## src/rtl/updn_pkg.sv

```systemverilog
package updn_pkg;
    typedef enum logic [2:0] {
        MODE_CLEAR,
        MODE_LOAD,
        MODE_UP,
        MODE_DOWN,
        MODE_HOLD
    } mode_e;
endpackage

```

## src/rtl/updn_mode_sel.sv

```systemverilog
module updn_mode_sel
    import updn_pkg::*;
(
    input  logic  rst,
    input  logic  load_n,
    input  logic  par_en_n,
    input  logic  car_en_n,
    input  logic  up,
    output mode_e mode
);
    // Priority: clear, then load, then count, else hold.
    always_comb begin
        if (rst)
            mode = MODE_CLEAR;
        else if (!load_n)
            mode = MODE_LOAD;
        else if (!par_en_n && !car_en_n)
            mode = up ? MODE_UP : MODE_DOWN;
        else
            mode = MODE_HOLD;
    end
endmodule

```

## src/rtl/updn_term_dec.sv

```systemverilog
module updn_term_dec #(
    parameter int W = 4
) (
    input  logic [W-1:0] q,
    input  logic         car_en_n,
    input  logic         up,
    output logic         tc_n
);
    logic at_top;
    logic at_bottom;

    always_comb begin
        at_top    = &q;
        at_bottom = ~|q;
        tc_n      = !(!car_en_n && (up ? at_top : at_bottom));
    end
endmodule

```

## src/rtl/updn_stage.sv

```systemverilog
module updn_stage
    import updn_pkg::*;
#(
    parameter int W = 4
) (
    input  logic         clk,
    input  logic         rst,
    input  logic         load_n,
    input  logic         par_en_n,
    input  logic         car_en_n,
    input  logic         up,
    input  logic [W-1:0] din,
    output logic [W-1:0] q,
    output logic         tc_n
);
    localparam logic [W-1:0] ONE = W'(1);

    mode_e        mode;
    logic [W-1:0] q_next;

    updn_mode_sel u_sel (
        .rst      (rst),
        .load_n   (load_n),
        .par_en_n (par_en_n),
        .car_en_n (car_en_n),
        .up       (up),
        .mode     (mode)
    );

    // Next-state selection per named mode.
    always_comb begin
        unique case (mode)
            MODE_CLEAR: q_next = '0;
            MODE_LOAD:  q_next = din;
            MODE_UP:    q_next = q + ONE;
            MODE_DOWN:  q_next = q - ONE;
            MODE_HOLD:  q_next = q;
            default:    q_next = q;
        endcase
    end

    // State register.
    always_ff @(posedge clk) begin
        q <= q_next;
    end

    // Output decode.
    updn_term_dec #(.W(W)) u_dec (
        .q        (q),
        .car_en_n (car_en_n),
        .up       (up),
        .tc_n     (tc_n)
    );
endmodule

```

## src/rtl/updn_chain.sv

```systemverilog
module updn_chain #(
    parameter int  STAGE_W = 4,
    parameter int  STAGES  = 4,
    localparam int CNT_W   = STAGE_W * STAGES
) (
    input  logic             clk,
    input  logic             rst,
    input  logic             load_n,
    input  logic             up,
    input  logic             par_en_n,
    input  logic             car_en_n,
    input  logic [CNT_W-1:0] din,
    output logic [CNT_W-1:0] q,
    output logic             tc_n
);
    logic [STAGES:0] carry_n;

    assign carry_n[0] = car_en_n;

    for (genvar i = 0; i < STAGES; i++) begin : g_stage
        updn_stage #(.W(STAGE_W)) u_stage (
            .clk      (clk),
            .rst      (rst),
            .load_n   (load_n),
            .par_en_n (par_en_n),
            .car_en_n (carry_n[i]),
            .up       (up),
            .din      (din[i*STAGE_W +: STAGE_W]),
            .q        (q[i*STAGE_W +: STAGE_W]),
            .tc_n     (carry_n[i+1])
        );
    end

    assign tc_n = carry_n[STAGES];
endmodule

```

## config.mk

```make
export PLATFORM = sky130hd
export DESIGN_NAME = updn_chain
export DESIGN_NICKNAME = d
export VERILOG_FILES = /design/src/rtl/updn_pkg.sv /design/src/rtl/updn_mode_sel.sv /design/src/rtl/updn_term_dec.sv /design/src/rtl/updn_stage.sv /design/src/rtl/updn_chain.sv
export SDC_FILE = /design/constraint.sdc
export NUM_CORES = 1
export LEC_CHECK = 0
export ABC_AREA = 1
export ABC_CLOCK_PERIOD_IN_PS = 9300
export BUFFER_PORTS_ARGS = -buffer_cell sky130_fd_sc_hd__buf_4
export CAP_MARGIN = 20
export CELL_PAD_IN_SITES_DETAIL_PLACEMENT = 1
export CELL_PAD_IN_SITES_GLOBAL_PLACEMENT = 1
export CORE_MARGIN = 3
export CORE_UTILIZATION = 41
export DETAILED_ROUTE_END_ITERATION = 12
export GPL_ROUTABILITY_DRIVEN = 1
export GPL_TIMING_DRIVEN = 0
export PLACE_DENSITY = 0.87
export SLEW_MARGIN = 0
export SYNTH_ARGS = -nofsm -noshare
export SYNTH_HDL_FRONTEND = slang
export SYNTH_SLANG_ARGS = --single-unit
export TNS_END_PERCENT = 10
```

## constraint.sdc

```tcl
create_clock -name clk -period 9.3 [get_ports clk]
set_clock_uncertainty 0.2 [all_clocks]
set_input_delay 1.86 -clock clk [delete_from_list [all_inputs] [get_ports clk]]
set_output_delay 1.86 -clock clk [all_outputs]
set_load 0.05 [all_outputs]
```

# [Word level (Yosys, flattened, before mapping)]
# Cells that the tools add are included.
[totals] latchBits=0 inputBits=22 ramBits=0 output_inout_bits=17 mem_bits_ro=0 regBits=16 elab_cells=76 memories=0
[op_classes] shift=0 n_mul=0 reduce_logical=31 eq_ne=12 n_addsub=8 n_bitwise=0 magnitude_cmp=0 n_mux=21 n_div=0
[ops] cell="4-bit case mux with 4 select lines" count=4
[ops] cell="3-bit 2-to-1 mux" count=12
[ops] cell="3-bit by 2-bit equality test with 1-bit output (second input constant)" count=8
[ops] cell="4-bit by 1-bit adder with 4-bit output (second input constant)" count=4
[ops] cell="4-bit AND reduction" count=4
[ops] cell="4-bit nonzero test" count=4
[ops] cell="4-bit OR reduction" count=4
[ops] cell="4-bit by 1-bit subtractor with 4-bit output (second input constant)" count=4
[ops] cell="3-bit by 1-bit equality test with 1-bit output (second input constant)" count=4
[ops] cell="3-bit zero test" count=4
[ops] cell="1-bit logical AND" count=8
[ops] cell="1-bit zero test" count=7
[ops] cell="1-bit 2-to-1 mux" count=5

# [Depth between registers and ports, before layout]
[depth] ltp_word=12 ltp_mapped=17 mapped_depth_nobuf=16

# [Modules after synthesis]
# From an unflattened synthesis, not the netlist that was laid out.
[hier_totals] cells_unflattened=252 area_unflattened_um2=1676.6
[by_module_without_submodules] module="updn_stage" cells_each=44 instances=4 area_each_um2=335.3 seq_area_each_um2=120.1
[by_module_without_submodules] module="updn_term_dec" cells_each=12 instances=4 area_each_um2=46.3 seq_area_each_um2=0.0
[by_module_without_submodules] module="updn_mode_sel" cells_each=7 instances=4 area_each_um2=37.5 seq_area_each_um2=0.0

# [Worst setup path before layout]
# No wires, ideal clock.
[synth_path] kind="input to output" startpoint="input port up" endpoint="output port tc_n" stages=7 path_buffers=1 slack_ps=4321 required_ps=7240 arrival_time_ps=2919 path_cell_list="buf_6 > nor2_2 > nand3_2 > nand2_4 > nand2_1 > nor2_1 > o211ai_1"
[synth_between] elab_chain_cells=6 word_cells_on_any_way=9 cone_classes="mux (4); reduce/logical (5)"
[synth_rtl] item="start: declaration" line="updn_chain.sv:9" source="input logic up,"
[synth_rtl] item="1-bit 2-to-1 mux" line="updn_term_dec.sv:15" source="tc_n = !(!car_en_n && (up ? at_top : at_bottom));"
[synth_rtl] item="1-bit logical AND (3 in a row)" line="updn_term_dec.sv:15"
[synth_rtl] item="1-bit logical AND (*)" line="updn_term_dec.sv:15"
[synth_rtl] item="1-bit zero test (*)" line="updn_term_dec.sv:15"
[synth_rtl] item="end: declaration" line="updn_chain.sv:14" source="output logic tc_n"
# Every way passes the cells marked *; elsewhere a longest branch is shown, timed or not.

# [Final worst setup path]
# Same ends and word-level chain as after synthesis.

==> metrics.md <==
| Metric | Value |
|---|---|
| Outcome | `complete, no violations` |
| Grt ovf | `0` |
| Clock Path Buffers | `2` |
| #FFs+latches synth | `16` |
| Crit. End Element | `output port` |
| Syn nets | `slightly above 200` |
| Leading cell types in the layout, fill and taps excluded | `41 x nand2_1, 37 x buf_4, 22 x inv_1` |
| Placed cells | `between 200 and 300` |
| Gr usage total | `a little over a fifth` |
| RR Startpoint | `g_stage[1].u_stage.q[0]` |
| Minimum clock period | `approximately 5000 ps` |
| Final hold viol count | `0` |
| Critical path destination | `tc_n` |
| Startpoint Class | `input port` |
| Final cell count without fillers | `254` |
| WL/cell | `15.09 µm` |
| Worst endpoint required time | `approximately 7200 ps` |
| Final ANT Viol Nets | `0` |
| Hold Buf Count CTS | `0` |
| Std-Cell Core Area | `approximately 3200 µm²` |
| H-tree depth | `1` |
| # Max-Cap Violations | `0` |
| Mapped Cells | `between 150 and 200` |
| Row count | `20` |
| Iteration-0 DRC Markers | `30` |
| Slew headroom | `63.41%` |
| Worst vdd ir | `around 0.00007 V` |
| Power Dens Cells | `between 100 and 150 nW/µm²` |
| Reg area | `480.5 µm²` |
| Worst-margin pin slew | `approximately 550 ps` |
| Final setup fails | `0` |
| Largest Register | `g_stage.u_stage.q` |
| R2R depth | `16` |
| Num CTS Buffers | `3` |
| TritonCTS clock tree | `yes` |
| Worst Hold Class | `flip-flop to flip-flop` |
| Final nets | `about 250` |
| Hold slack | `530.5 ps` |
| DR pass1 iterations | `4` |
| Post-Route WL | `3.832 mm` |
| Via density | `5.169` |
| Compound-Gate Fraction of Synth Area | `between 10% and 20%` |
| ANT cells | `0` |
| Die X | `64.78 µm` |
| Adder-Cell Fraction of Synth Area | `a little under an eighth` |
| GP Congestion | `0.8075` |
| Final Cycle Share | `53.70%` |
| Unrepaired setup endpoints after global routing | `false` |
| Post-DP HPWL | `roughly 3.2 mm` |
| Largest net degree at the start of global routing | `11` |
| Leak | `0.0008659 µW` |
| Achievable Freq | `0.2002 GHz` |
| Clock transition at path regs | `approximately 90 ps` |
| Critical R2R Capture | `g_stage[3].u_stage.q[3]` |
| Layout area overhead | `25.09%` |
| DR vias | `approximately 1300` |
| Initial antenna violation count | `0` |
| Drc violations | `0` |
| Clk sinks | `16` |
| Yosys cell types | `30` |
| Vias in the first global route | `~1500` |
| R2R setup slack | `6000 ps` |
| Syn_area_per_cell | `roughly 8.3 µm²` |
| Yosys Warn Count | `0` |
| WS Path Type | `input port to output port` |
| Area of the multi-input gates | `a little over 800 µm²` |
| Largest register FFs | `16` |
| Largest regs | `g_stage.u_stage.q (16)` |
| Main combinational cell family by area after synthesis | `simple AND/OR/NAND/NOR gates` |
| Fill cell count | `412` |
| Crit path DAT | `about 2900 ps` |
| First-pass GRT wire length | `6.851 mm` |
| Setup Buffers After CTS | `0` |
| PortBufs | `37` |
| Cts repair resizes | `0` |
| CP max FO | `9` |
| Synth Cell Area | `1416 µm²` |
| Starting density of the core | `around 45%` |
| TNS Setup | `0 ps` |
| Clk_lat worst skew | `290 ps` |
| Total power | `around 200 µW` |
| Post-synthesis xor/xnor area fraction | `between 4 and 5%` |
| Mux cell area share after synthesis | `0%` |
| # IOs | `39` |
| Simple-gate share of the synthesized area | `31.27%` |
| Most common cell after layout, fill and taps aside | `nand2_1` |
| CP startpoint | `up` |
| Final Core Density | `55.75%` |
| Slew Viols, Final | `0` |
| Post-synthesis sequential area ratio | `around a third` |
| Layout cells sized above 1 | `between 30% and 40%` |
| CTS root buf | `clkbuf_4` |
| Die Ht | `~65 µm` |
| Die Area | `about 4200 µm²` |
-- cells in the mapped netlist, drive strengths merged --
cell type | count | area [µm²]
nor4 | 1 | 6.260
xnor2 | 3 | 26.28
edfxtp | 16 | 480.5
clkbuf | 1 | 3.750
nand3 | 14 | 97.60
o211ai | 1 | 7.510
a21oi | 3 | 15.01
nand2 | 48 | 207.7
buf | 1 | 11.26
o21ai | 15 | 82.58
inv | 24 | 90.09
a22o | 4 | 35.03
ha | 8 | 100.1
fa | 3 | 60.06
xor2 | 5 | 43.79
nand4 | 5 | 37.53
a32o | 1 | 10.01
nor2 | 16 | 93.84
a21boi | 1 | 7.510
-- layer usage --
metal  share of wire (%)  routed length (µm)  GRT usage (%)  up-vias
li1                    -                   -              -      652
met5                   0                   0              0        -
met1                  41                1562          24.78      623
met3                 3.7                 140          2.600        7
met4                 1.8                  68          6.596        0
met2                  54                2060          38.57       31
-- critical path, stage by stage --
cell and delay, ps:
buf_6 120, nor2_2 130, nand3_2 100, nand2_4 130, nand2_1 70, nor2_1 180, o211ai_1 120, buf_4 200
-- stage by stage --
step	instance area [µm²]	setup slack [ps]
floorplan	1416	4321
global placement	1749	4354
detailed placement	1749	4308
CTS	1772	4299
global route	1772	4210
finish	1772	4306
-- logic make-up after synthesis --
family | after synthesis
xor gates and xnor gates | 8
DFF | 16
AOI/OAI and AO/OA | 25
adders and majority gates | 11
and+or+nand+nor | 84
buffers and inverters | 26
-- worst min path at each step --
stage / startpoint / to / cells past startpoint
3_5_place_dp: g_stage[0].u_stage.q[0] / g_stage[0].u_stage.q[0] / 1
5_1_grt: g_stage[0].u_stage.q[0] / g_stage[0].u_stage.q[0] / 1
6_report: g_stage[0].u_stage.q[0] / g_stage[0].u_stage.q[0] / 1
2_1_floorplan: g_stage[0].u_stage.q[0] / g_stage[0].u_stage.q[0] / 1
3_3_place_gp: g_stage[0].u_stage.q[0] / g_stage[0].u_stage.q[0] / 1
4_1_cts: g_stage[0].u_stage.q[0] / g_stage[0].u_stage.q[0] / 1
-- final cells by class --
class | instances | area share, %
Timing Repair Buffer | 37 | 15.68
Buffer | 2 | 0.8475
Sequential cell | 16 | 27.12
Clock buffer | 3 | 1.271
Inverter | 24 | 5.085
Multi-Input combinational cell | 128 | 46.89
Tap cell | 44 | 3.107
-- power by group --
group,internal [µW],switching (µW)
registers,85.8,7.82
clock network,15.1,22.6
logic,23.5,44.4
total,124,74.8
No activity file was read; power rests on OpenSTA's default activity.
